$ cat config.mk
export PLATFORM = sky130hd
export DESIGN_NAME = dbg_hit_qual
export DESIGN_NICKNAME = d
export VERILOG_FILES = /design/src/rtl/dbg_qual_pkg.sv /design/src/rtl/dbg_ctx_link.sv /design/src/rtl/dbg_slot_qual.sv /design/src/rtl/dbg_prio_pick.sv /design/src/rtl/dbg_hit_qual.sv
export SDC_FILE = /design/constraint.sdc
export NUM_CORES = 1
export LEC_CHECK = 0
export ABC_AREA = 1
export BUFFER_PORTS_ARGS = -buffer_cell sky130_fd_sc_hd__buf_2
export CORE_AREA = 2 2 355 357
export CTS_BUF_LIST = sky130_fd_sc_hd__clkbuf_8
export DETAILED_ROUTE_END_ITERATION = 6
export DIE_AREA = 0 0 357 359
export PLACE_DENSITY = 0.3
export SLEW_MARGIN = 20
export SYNTH_ARGS = -nofsm -noshare
export SYNTH_HDL_FRONTEND = slang
export SYNTH_SLANG_ARGS = --single-unit
$ cat constraint.sdc
create_clock -name clk -period 1.35 [get_ports clk]
set_clock_uncertainty 0.15 [all_clocks]
set_input_delay 0.135 -clock clk [delete_from_list [all_inputs] [get_ports clk]]
set_output_delay 0.135 -clock clk [all_outputs]
set_load 0.01 [all_outputs]
$ cat src/rtl/dbg_qual_pkg.sv
package dbg_qual_pkg;

    localparam int CTL_W   = 64;
    localparam int LBN_W   = 4;
    localparam int FSR_W   = 16;

    localparam logic [3:0]       TYPE_CTX_LINK = 4'd3;
    localparam logic [FSR_W-1:0] FSR_LONG      = 16'h0222;
    localparam logic [FSR_W-1:0] FSR_SHORT     = 16'h0002;

    typedef struct packed {
        logic             link;
        logic [LBN_W-1:0] lbn;
        logic [1:0]       sec;
        logic             hmc;
        logic [1:0]       pmask;
        logic             en;
    } slot_ctl_t;

    function automatic slot_ctl_t decode_ctl(input logic [CTL_W-1:0] w);
        slot_ctl_t c;
        c.en    = w[0];
        c.pmask = w[2:1];
        c.hmc   = w[13];
        c.sec   = w[15:14];
        c.lbn   = w[19:16];
        c.link  = w[20];
        return c;
    endfunction

    function automatic logic [3:0] ctl_type(input logic [CTL_W-1:0] w);
        return w[23:20];
    endfunction

endpackage

$ cat src/rtl/dbg_ctx_link.sv
module dbg_ctx_link
    import dbg_qual_pkg::*;
#(
    parameter int NSLOT    = 4,
    parameter int BRP_LAST = NSLOT - 1,
    parameter int CTX_CMPS = 1,
    parameter int CID_W    = 32,
    localparam int NLINK   = 1 << LBN_W
) (
    input  logic [NSLOT*CTL_W-1:0] bp_ctrl_i,
    input  logic [NSLOT*CTL_W-1:0] bp_val_i,
    input  logic [1:0]             cur_el_i,
    input  logic [CID_W-1:0]       ctx_id_i,
    output logic [NLINK-1:0]       ctx_pass_o
);

    localparam int LOW_CTX = BRP_LAST - CTX_CMPS;

    for (genvar i = 0; i < NLINK; i++) begin : g_link
        if (i < NSLOT && i <= BRP_LAST && i >= LOW_CTX) begin : g_impl
            logic [CTL_W-1:0] ctl_w;
            logic [CTL_W-1:0] val_w;
            assign ctl_w = bp_ctrl_i[i*CTL_W +: CTL_W];
            assign val_w = bp_val_i[i*CTL_W +: CTL_W];
            always_comb begin
                ctx_pass_o[i] = ctl_w[0]
                              && (ctl_type(ctl_w) == TYPE_CTX_LINK)
                              && (cur_el_i <= 2'd1)
                              && (val_w[CID_W-1:0] == ctx_id_i);
            end
        end else begin : g_absent
            assign ctx_pass_o[i] = 1'b0;
        end
    end

endmodule

$ cat src/rtl/dbg_slot_qual.sv
module dbg_slot_qual
    import dbg_qual_pkg::*;
#(
    localparam int NLINK = 1 << LBN_W
) (
    input  logic [CTL_W-1:0] ctl_i,
    input  logic             raw_hit_i,
    input  logic [1:0]       acc_el_i,
    input  logic             secure_i,
    input  logic [NLINK-1:0] ctx_pass_i,
    output logic             qual_o
);

    slot_ctl_t c;
    logic      sec_ok;
    logic      priv_ok;
    logic      link_ok;

    always_comb begin
        c = decode_ctl(ctl_i);

        unique case (c.sec)
            2'd0:    sec_ok = 1'b1;
            2'd2:    sec_ok = secure_i;
            default: sec_ok = !secure_i;
        endcase

        unique case (acc_el_i)
            2'd0:    priv_ok = c.pmask[1];
            2'd1:    priv_ok = c.pmask[0];
            default: priv_ok = c.hmc;
        endcase

        link_ok = !c.link || ctx_pass_i[c.lbn];
        qual_o  = raw_hit_i && sec_ok && priv_ok && link_ok;
    end

endmodule

$ cat src/rtl/dbg_prio_pick.sv
module dbg_prio_pick #(
    parameter int N     = 4,
    parameter int IDX_W = (N > 1) ? $clog2(N) : 1
) (
    input  logic [N-1:0]     cand_i,
    output logic             any_o,
    output logic [IDX_W-1:0] idx_o
);

    always_comb begin
        any_o = 1'b0;
        idx_o = '0;
        for (int i = N - 1; i >= 0; i--) begin
            if (cand_i[i]) begin
                any_o = 1'b1;
                idx_o = IDX_W'(i);
            end
        end
    end

endmodule

$ cat src/rtl/dbg_hit_qual.sv
module dbg_hit_qual
    import dbg_qual_pkg::*;
#(
    parameter int NSLOT    = 4,
    parameter int BRP_LAST = NSLOT - 1,
    parameter int CTX_CMPS = 1,
    parameter int PC_W     = 64,
    parameter int CID_W    = 32,
    localparam int IDX_W   = (NSLOT > 1) ? $clog2(NSLOT) : 1
) (
    input  logic                   clk,
    input  logic                   rst_n,
    input  logic                   req_i,
    input  logic                   is_watch_i,
    input  logic                   mon_en_i,
    input  logic                   excp_ok_i,
    input  logic [1:0]             cur_el_i,
    input  logic                   secure_i,
    input  logic                   wp_unpriv_i,
    input  logic [NSLOT-1:0]       wp_hit_i,
    input  logic [NSLOT*CTL_W-1:0] bp_ctrl_i,
    input  logic [NSLOT*CTL_W-1:0] bp_val_i,
    input  logic [NSLOT*CTL_W-1:0] wp_ctrl_i,
    input  logic [PC_W-1:0]        pc_i,
    input  logic [CID_W-1:0]       ctx_id_i,
    input  logic                   long_fmt_i,
    output logic                   done_o,
    output logic                   hit_o,
    output logic [IDX_W-1:0]       hit_idx_o,
    output logic [FSR_W-1:0]       fsr_o
);

    localparam int NLINK = 1 << LBN_W;

    typedef struct packed {
        logic             done;
        logic             hit;
        logic [IDX_W-1:0] idx;
        logic [FSR_W-1:0] fsr;
    } res_t;

    res_t res_d, res_q;

    logic [NLINK-1:0] ctx_pass;
    logic [NSLOT-1:0] bp_qual;
    logic [NSLOT-1:0] wp_qual;
    logic [NSLOT-1:0] cand;
    logic [1:0]       wp_el;
    logic             pick_any;
    logic [IDX_W-1:0] pick_idx;

    dbg_ctx_link #(
        .NSLOT    (NSLOT),
        .BRP_LAST (BRP_LAST),
        .CTX_CMPS (CTX_CMPS),
        .CID_W    (CID_W)
    ) u_link (
        .bp_ctrl_i  (bp_ctrl_i),
        .bp_val_i   (bp_val_i),
        .cur_el_i   (cur_el_i),
        .ctx_id_i   (ctx_id_i),
        .ctx_pass_o (ctx_pass)
    );

    assign wp_el = wp_unpriv_i ? 2'd0 : cur_el_i;

    for (genvar s = 0; s < NSLOT; s++) begin : g_slot
        logic [CTL_W-1:0] bctl;
        logic [CTL_W-1:0] bval;
        logic             b_raw;
        assign bctl  = bp_ctrl_i[s*CTL_W +: CTL_W];
        assign bval  = bp_val_i[s*CTL_W +: CTL_W];
        assign b_raw = bctl[0] && (bval[PC_W-1:0] == pc_i);

        dbg_slot_qual u_bp (
            .ctl_i      (bctl),
            .raw_hit_i  (b_raw),
            .acc_el_i   (cur_el_i),
            .secure_i   (secure_i),
            .ctx_pass_i (ctx_pass),
            .qual_o     (bp_qual[s])
        );

        dbg_slot_qual u_wp (
            .ctl_i      (wp_ctrl_i[s*CTL_W +: CTL_W]),
            .raw_hit_i  (wp_hit_i[s]),
            .acc_el_i   (wp_el),
            .secure_i   (secure_i),
            .ctx_pass_i (ctx_pass),
            .qual_o     (wp_qual[s])
        );
    end

    assign cand = (mon_en_i && excp_ok_i) ? (is_watch_i ? wp_qual : bp_qual) : '0;

    dbg_prio_pick #(
        .N     (NSLOT),
        .IDX_W (IDX_W)
    ) u_pick (
        .cand_i (cand),
        .any_o  (pick_any),
        .idx_o  (pick_idx)
    );

    always_comb begin
        res_d      = res_q;
        res_d.done = 1'b0;
        if (req_i) begin
            res_d.done = 1'b1;
            res_d.hit  = pick_any;
            res_d.idx  = pick_any ? pick_idx : '0;
            res_d.fsr  = pick_any ? (long_fmt_i ? FSR_LONG : FSR_SHORT) : '0;
        end
    end

    always_ff @(posedge clk or negedge rst_n) begin
        if (!rst_n) res_q <= '0;
        else        res_q <= res_d;
    end

    assign done_o    = res_q.done;
    assign hit_o     = res_q.hit;
    assign hit_idx_o = res_q.idx;
    assign fsr_o     = res_q.fsr;

    p_gate_r1: assert property (@(posedge clk) disable iff (!rst_n)
        req_i && !(mon_en_i && excp_ok_i) |=> !hit_o);

    p_strobe_r11: assert property (@(posedge clk) disable iff (!rst_n)
        req_i |=> done_o);

    p_quiet_r11: assert property (@(posedge clk) disable iff (!rst_n)
        !req_i |=> !done_o && $stable(hit_o) && $stable(hit_idx_o) && $stable(fsr_o));

    p_miss_zero_r11: assert property (@(posedge clk) disable iff (!rst_n)
        done_o && !hit_o |-> hit_idx_o == '0 && fsr_o == '0);

    p_fsr_code_r10: assert property (@(posedge clk) disable iff (!rst_n)
        done_o && hit_o |-> fsr_o == ($past(long_fmt_i) ? FSR_LONG : FSR_SHORT));

    p_watch_raw_r12: assert property (@(posedge clk) disable iff (!rst_n)
        done_o && hit_o && $past(is_watch_i)
            |-> ($past(wp_hit_i) & (NSLOT'(1) << hit_idx_o)) != '0);

endmodule

## Yosys cells after proc, flatten, opt, wreduce, memory -nomap -nowiden

Index checks and enable logic that the tools add are counted.

| cells by class | value |
|---|---|
| magnitude comparators | 9 |
| equality and inequality tests | 18 |
| muxes and demuxes | 47 |
| reduce and logical (&&, ||, !) cells | 62 |

Operator list:

| kind | count |
|---|---|
| $eq 64x64->1 | 4 |
| $eq 32x32->1 | 2 |
| $lt 4x5->1 const B | 8 |
| $logic_and 1x1->1 | 35 |
| $bmux 1 s4 | 8 |
| $pmux 1 s2 | 16 |
| $logic_not 2->1 | 10 |
| $mux 10 | 2 |
| $mux 20 | 1 |
| $eq 2x2->1 const B | 8 |
| $mux 1 | 12 |
| $mux 2 | 6 |
| $logic_not 1->1 | 9 |
| $eq 4x2->1 const B | 2 |
| $logic_or 1x1->1 | 8 |
| $mux 4 | 2 |
| $eq 2x1->1 const B | 2 |
| $le 2x1->1 const B | 1 |

| storage, ports and cells | value |
|---|---|
| output and inout bits | 20 |
| register bits | 20 |
| word-level logic and storage cells | 140 |

## Depth between registers and ports, before layout

| logic depth | value |
|---|---|
| depth after elaboration | 16 |
| depth in mapped cells | 20 |
| mapped depth without buffers | 20 |

## Modules after synthesis

Synthesis repeated with hierarchy kept, for this count alone.

| unflattened totals | value |
|---|---|
| cell total of the unflattened synthesis | 1,747 |
| area, all modules | 7,753.7 um2 |

Modules (own cells, without submodules):

| module | area an instance (um2) | instances | cells each |
|---|---|---|---|
| dbg_hit_qual | 4,403.0 | 1 | 969 |
| dbg_slot_qual | 254.0 | 8 | 59 |
| dbg_ctx_link | 1,282.5 | 1 | 298 |
| dbg_prio_pick | 36.3 | 1 | 8 |

## Least setup slack after synthesis

No wires, ideal clock.

| timing | value |
|---|---|
| path kind | in2reg |
| start | input port cur_el_i[1] |
| end | register res_q, in the netlist hit_idx_o[1] |
| stages | 18 |
| data arrival time | 1.417 ns |
| buffers on the path | 1 |
| data required time | 1.077 ns |
| setup time | 0.123 ns |
| setup slack | -0.339 ns |
| cells stage by stage | buf_6 -> clkinv_2 -> nand2_1 -> nor2_1 -> nand2_1 -> nor2_1 -> nand2_1 -> nor2_2 -> nand3_4 -> nand2_1 -> nand3_1 -> nand2_1 -> nand2_1 -> nand2_1 -> nand3_1 -> nand2_1 -> nand2_1 -> a21boi_1 |

| between the ends | value |
|---|---|
| word-level cells in the longest chain between the ends | 14 |

RTL lines:

| item | line | source |
|---|---|---|
| start: declaration | dbg_hit_qual.sv:17 | `input logic [1:0] cur_el_i,` |
| $le 2x1->1 | dbg_ctx_link.sv:28 | `&& (cur_el_i <= 2'd1)` |
| $logic_and 1x1->1 | dbg_ctx_link.sv:28 |  |
| $logic_and 1x1->1 | dbg_ctx_link.sv:29 | `&& (val_w[CID_W-1:0] == ctx_id_i);` |
| $bmux 1 s4 | dbg_slot_qual.sv:34 | `link_ok = !c.link \|\| ctx_pass_i[c.lbn];` |
| $mux 1 (implied by the code) | dbg_slot_qual.sv:34 |  |
| $logic_or 1x1->1 | dbg_slot_qual.sv:34 |  |
| $logic_and 1x1->1 | dbg_slot_qual.sv:35 | `qual_o = raw_hit_i && sec_ok && priv_ok && link_ok;` |
| $mux 4 * (2 in series) | dbg_hit_qual.sv:94 | `assign cand = (mon_en_i && excp_ok_i) ? (is_watch_i ? wp_qual : bp_qual) : '0;` |
| $mux 2 or $mux 1 (tied branches) (4 in series) | dbg_prio_pick.sv:14 | `if (cand_i[i]) begin` |
| $mux 2 * | dbg_hit_qual.sv:111 | `res_d.idx = pick_any ? pick_idx : '0;` |
| end signal: assignment | dbg_hit_qual.sv:118 | `else res_q <= res_d;` |
| end: declaration | dbg_hit_qual.sv:42 | `res_t res_d, res_q;` |

Every way passes the cells marked *; elsewhere a longest branch is shown, timed or not. The select of a mux whose other input is x is not followed.
A chain may end at the register's enable or synchronous reset.

## Worst setup path after layout

| timing | value |
|---|---|
| start | input port bp_val_i[138] |
| end | register res_q, in the netlist hit_idx_o[1] |

| between the ends | value |
|---|---|
| word-level cells in the longest chain between the ends | 13 |

RTL lines:

| item | line | source |
|---|---|---|
| start: declaration | dbg_hit_qual.sv:22 | `input logic [NSLOT*CTL_W-1:0] bp_val_i,` |
| $eq 32x32->1 | dbg_ctx_link.sv:29 |  |
| $logic_and 1x1->1 | dbg_ctx_link.sv:29 |  |
| $bmux 1 s4 | dbg_slot_qual.sv:34 |  |
| $mux 1 (implied by the code) | dbg_slot_qual.sv:34 |  |
| $logic_or 1x1->1 | dbg_slot_qual.sv:34 |  |
| $logic_and 1x1->1 | dbg_slot_qual.sv:35 |  |
| $mux 4 * (2 in series) | dbg_hit_qual.sv:94 |  |
| $mux 2 or $mux 1 (tied branches) (4 in series) | dbg_prio_pick.sv:14 |  |
| $mux 2 * | dbg_hit_qual.sv:111 |  |

Marks and branches as above.

==> out/metrics.csv <==
stage,metric,value,unit
outcome,run_status,"finished, violations left",
outcome,violations,setup timing,
setup_path,setup.worst_path.end,hit_idx_o[1]$_DFFE_PN0P_,
detailed_routing,dr.pass1.iters,5,
floorplan,ios,899,
floorplan,die_w,357,um
detailed_routing,drc,0,
logic_synthesis,synthDistinctLibCells,33,
sta,postLayoutSetupSlackWorst,-0.986,ns
layout,fin_nets,2689,
detailed_routing,postRouteAntennaNets,0,
setup_path,crit_cells,18,
setup_path,critPathMaxFanout,8,
sta,hold_viol_final,0,
sta,timing.fmax,428,MHz
power_and_ir_drop,vdd_drop_max,0.144,mV
setup_path,critPathCaptureType,flop,
sta,slew_viol_final,0,
global_routing,gr-usage-all-layers,9.45,%
global_routing,overflow,0,
floorplan,initial_core_util,4.64,%
setup_path,worst_path_most_repeated_cell,nand2_2,
floorplan,dieArea,128000,um2
layout,area.sequential,125,um2
placement,place.gp.congestion,0.792,
placement,detailed_place_hpwl,60.5,mm
clock_tree,cts.sinks,5,
layout,drive_gt1_share,43.4,%
setup_path,critPathLaunchType,input port,
setup_path,startpoint,bp_val_i[138],
sta,fin_crit,2.34,ns
setup_path,r2r_start,fsr_o[1]$_DFFE_PN0P_,
logic_synthesis,syn_avg_cell_area,4.99,um2
layout,synthToLayoutAreaGrowth,114,%
setup_path,r2r_end,fsr_o[1]$_DFFE_PN0P_,
layout,n_fill_cell,15000,
logic_synthesis,synth_warnings,0,
global_routing,grt_pass1_wl,80.8,mm
sta,rsz0062_at_grt,true,
sta,setup_viol,4,
clock_tree,cts.reportedPaths.clkPinSlew,0.04,ns
job,drv_cap,0,
detailed_routing,vias,9281,
setup_path,r2r_slack,0.51,ns
setup_path,cp_cell_sequence,buf_4 -> nor2_1 -> nor2_1 -> nor2_2 -> buf_6 -> nand4_1 -> nor2_1 -> buf_4 -> nand3_4 -> nand2_2 -> nand3_2 -> nand2_2 -> nand2_1 -> nand2_1 -> nand3_2 -> nand2_2 -> nand2_2 -> a21boi_2,
setup_path,cp_top_family,simple AND/OR/NAND/NOR gates,
setup_path,cp.required,1.31,ns
sta,whs,0.0783,ns
detailed_routing,drt_iter0_markers,386,
logic_synthesis,synth-seq-cells,5,
logic_synthesis,syn-cell-area,5790,um2
global_routing,grt_max_degree,15,
setup_path,reg2regPathDepth,2,
min_path,hold_path.class,input port to flop,
sta,post-route-period-util,173,%
clock_tree,clock_latency,0.22,ns
floorplan,num_rows,130,
clock_tree,htreeDepth,1,
placement,io_buffer_count,463,
logic_synthesis,synthCells,1160,
logic_synthesis,ys_seq_area_share,2.16,%
clock_tree,numCtsBuffers,3,
detailed_routing,drt-total-wl,63.0,mm
clock_tree,tritoncts,done,
setup_path,crit_type,input port to flop,
layout,multi_input_area,5160,um2
placement,pre_cts_ws,-2.41,ns
detailed_routing,via_per_inst,2.68,
clock_tree,cts-root-buf,clkbuf_8,
global_routing,first_global_vias,9216,
global_routing,antenna_found_initial,50,
setup_path,arrival,2.30,ns
power_and_ir_drop,p_leak,6.34,nW
sta,worst_pin_slew,0.585,ns
setup_path,cp_slowest_cell,nand4_1,
detailed_routing,drt-wirelength-per-cell,18.2,um
floorplan,core,125000,um2
setup_path,cp_num_buf_inv,3,
setup_path,critical-path-max-stage-delay,0.28,ns
sta,slew_headroom,61.0,%
clock_tree,cts_max_path_buffers,2,
power_and_ir_drop,powerDensity,329,nW/um2
floorplan,die_height,359,um
[what timing repair did]
item | 4_1_cts | 5_1_grt
hold buffers | 3 | 0
resized for setup | 91 | 80
hold endpoints to repair | 7 | 0
cloned | 0 | 0
endpoints found under the setup margin | 4 | 4
setup buffers | 2 | 0
pin swaps | 40 | 63
[state kept, by name, indices dropped and copies added (netlist names)]
name,flops
done_o,1
fsr_o,2
hit_idx_o,2
[metal layers]
metal	track usage [%]	share of wire [%]
met5	0	0.29
met4	0.255	0.36
met3	1.64	6.4
met2	13.4	38
met1	15.2	55
[through the flow]
| step | std cells | util (%) | total power (W) | instance area, um2 | setup TNS, ns |
|---|---|---|---|---|---|
| 2_1_floorplan | 1172 | - | 0.00135 | 5840 | -1.17 |
| 3_3_place_gp | 3453 | 9.42 | 0.00371 | 11700 | -9.68 |
| 3_5_place_dp | 3453 | 9.42 | 0.00370 | 11700 | -9.35 |
| 4_1_cts | 3459 | 9.71 | 0.00411 | 12100 | -4.15 |
| 5_1_grt | 3461 | 9.95 | 0.00449 | 12400 | -4.28 |
| 6_report | 3461 | 9.95 | 0.00408 | 12400 | -3.75 |
[power breakdown]
| part | switching [W] | internal [W] |
|---|---|---|
| clock | 0.0000881 | 0.000196 |
| sequential | 0.00000835 | 0.000160 |
| combinational | 0.00198 | 0.00165 |
[cell families after synthesis]
kind of cell | count (synthesis) | synth area share, %
xor gates and xnor gates | 181 | 27.4
buffers and inverters | 224 | 16.0
DFF | 5 | 2.16
and+or+nand+nor | 700 | 49.1
AOI/OAI and AO/OA | 49 | 5.28
other | 1 | 0.0648
[cell usage after synthesis (all sizes together)]
cell type	count	area, um2
inv	190	713
nor2	177	672
a21boi	1	7.51
buf	30	194
xnor2	52	455
dfrtp	5	125
nand2	428	1610
o2111ai	4	35.0
xor2	129	1130
o221ai	1	8.76
a21oi	11	55.1
o2111a	1	11.3
a211oi	2	15.0
nand3	30	163
conb	1	3.75
nor3	19	95.1
a22o	5	43.8
o21ai	17	85.1
or2	4	25.0
clkinv	1	5.00
nand4	27	169
nor3b	13	97.6
o22ai	7	43.8
nor4	2	12.5
clkbuf	3	11.3
[worst min-delay path by stage]
stage,start,end,cells after the start
CTS,req_i,hit_idx_o[1]$_DFFE_PN0P_,3
global placement,rst_n,hit_idx_o[0]$_DFFE_PN0P_,1
finish,req_i,hit_idx_o[0]$_DFFE_PN0P_,3
detailed placement,rst_n,hit_idx_o[0]$_DFFE_PN0P_,1
global route,req_i,hit_idx_o[1]$_DFFE_PN0P_,3
floorplan,rst_n,done_o$_DFF_PN0_,0
[placed cells by master (no fill, tap or decap), types with 5 or more instances in the layout]
cell type and instances:
nor3_1 15, a21oi_1 9, buf_2 435, nor2_1 141
a22o_1 5, nor3b_1 13, nand2_2 21, xnor2_1 48
dfrtp_1 5, nor2_4 13, conb_1 13, buf_12 18
nand4_1 27, buf_4 183, nand3_2 5, o22ai_1 7
nand2_1 403, buf_6 21, o21ai_0 13, nand3_1 24
inv_2 30, xor2_1 127, nor2_2 23, inv_1 155
[worst register-to-register path: stages (launching register included)]
cell,delay (ns)
dfrtp_1,0.41
nand2_1,0.09
nand3_1,0.07
[layout make-up]
cell class / count / share of cell area [%]
Antenna cell: 2 / 0.0404
Clock buffer: 3 / 0.333
Clock inverter: 1 / 0.0303
Inverter: 191 / 6.00
Multi-Input combinational cell: 943 / 41.6
Sequential cell: 5 / 1.01
Tap cell: 1650 / 16.7
Timing Repair Buffer: 666 / 34.3
No activity file was read; power rests on OpenSTA's default activity.
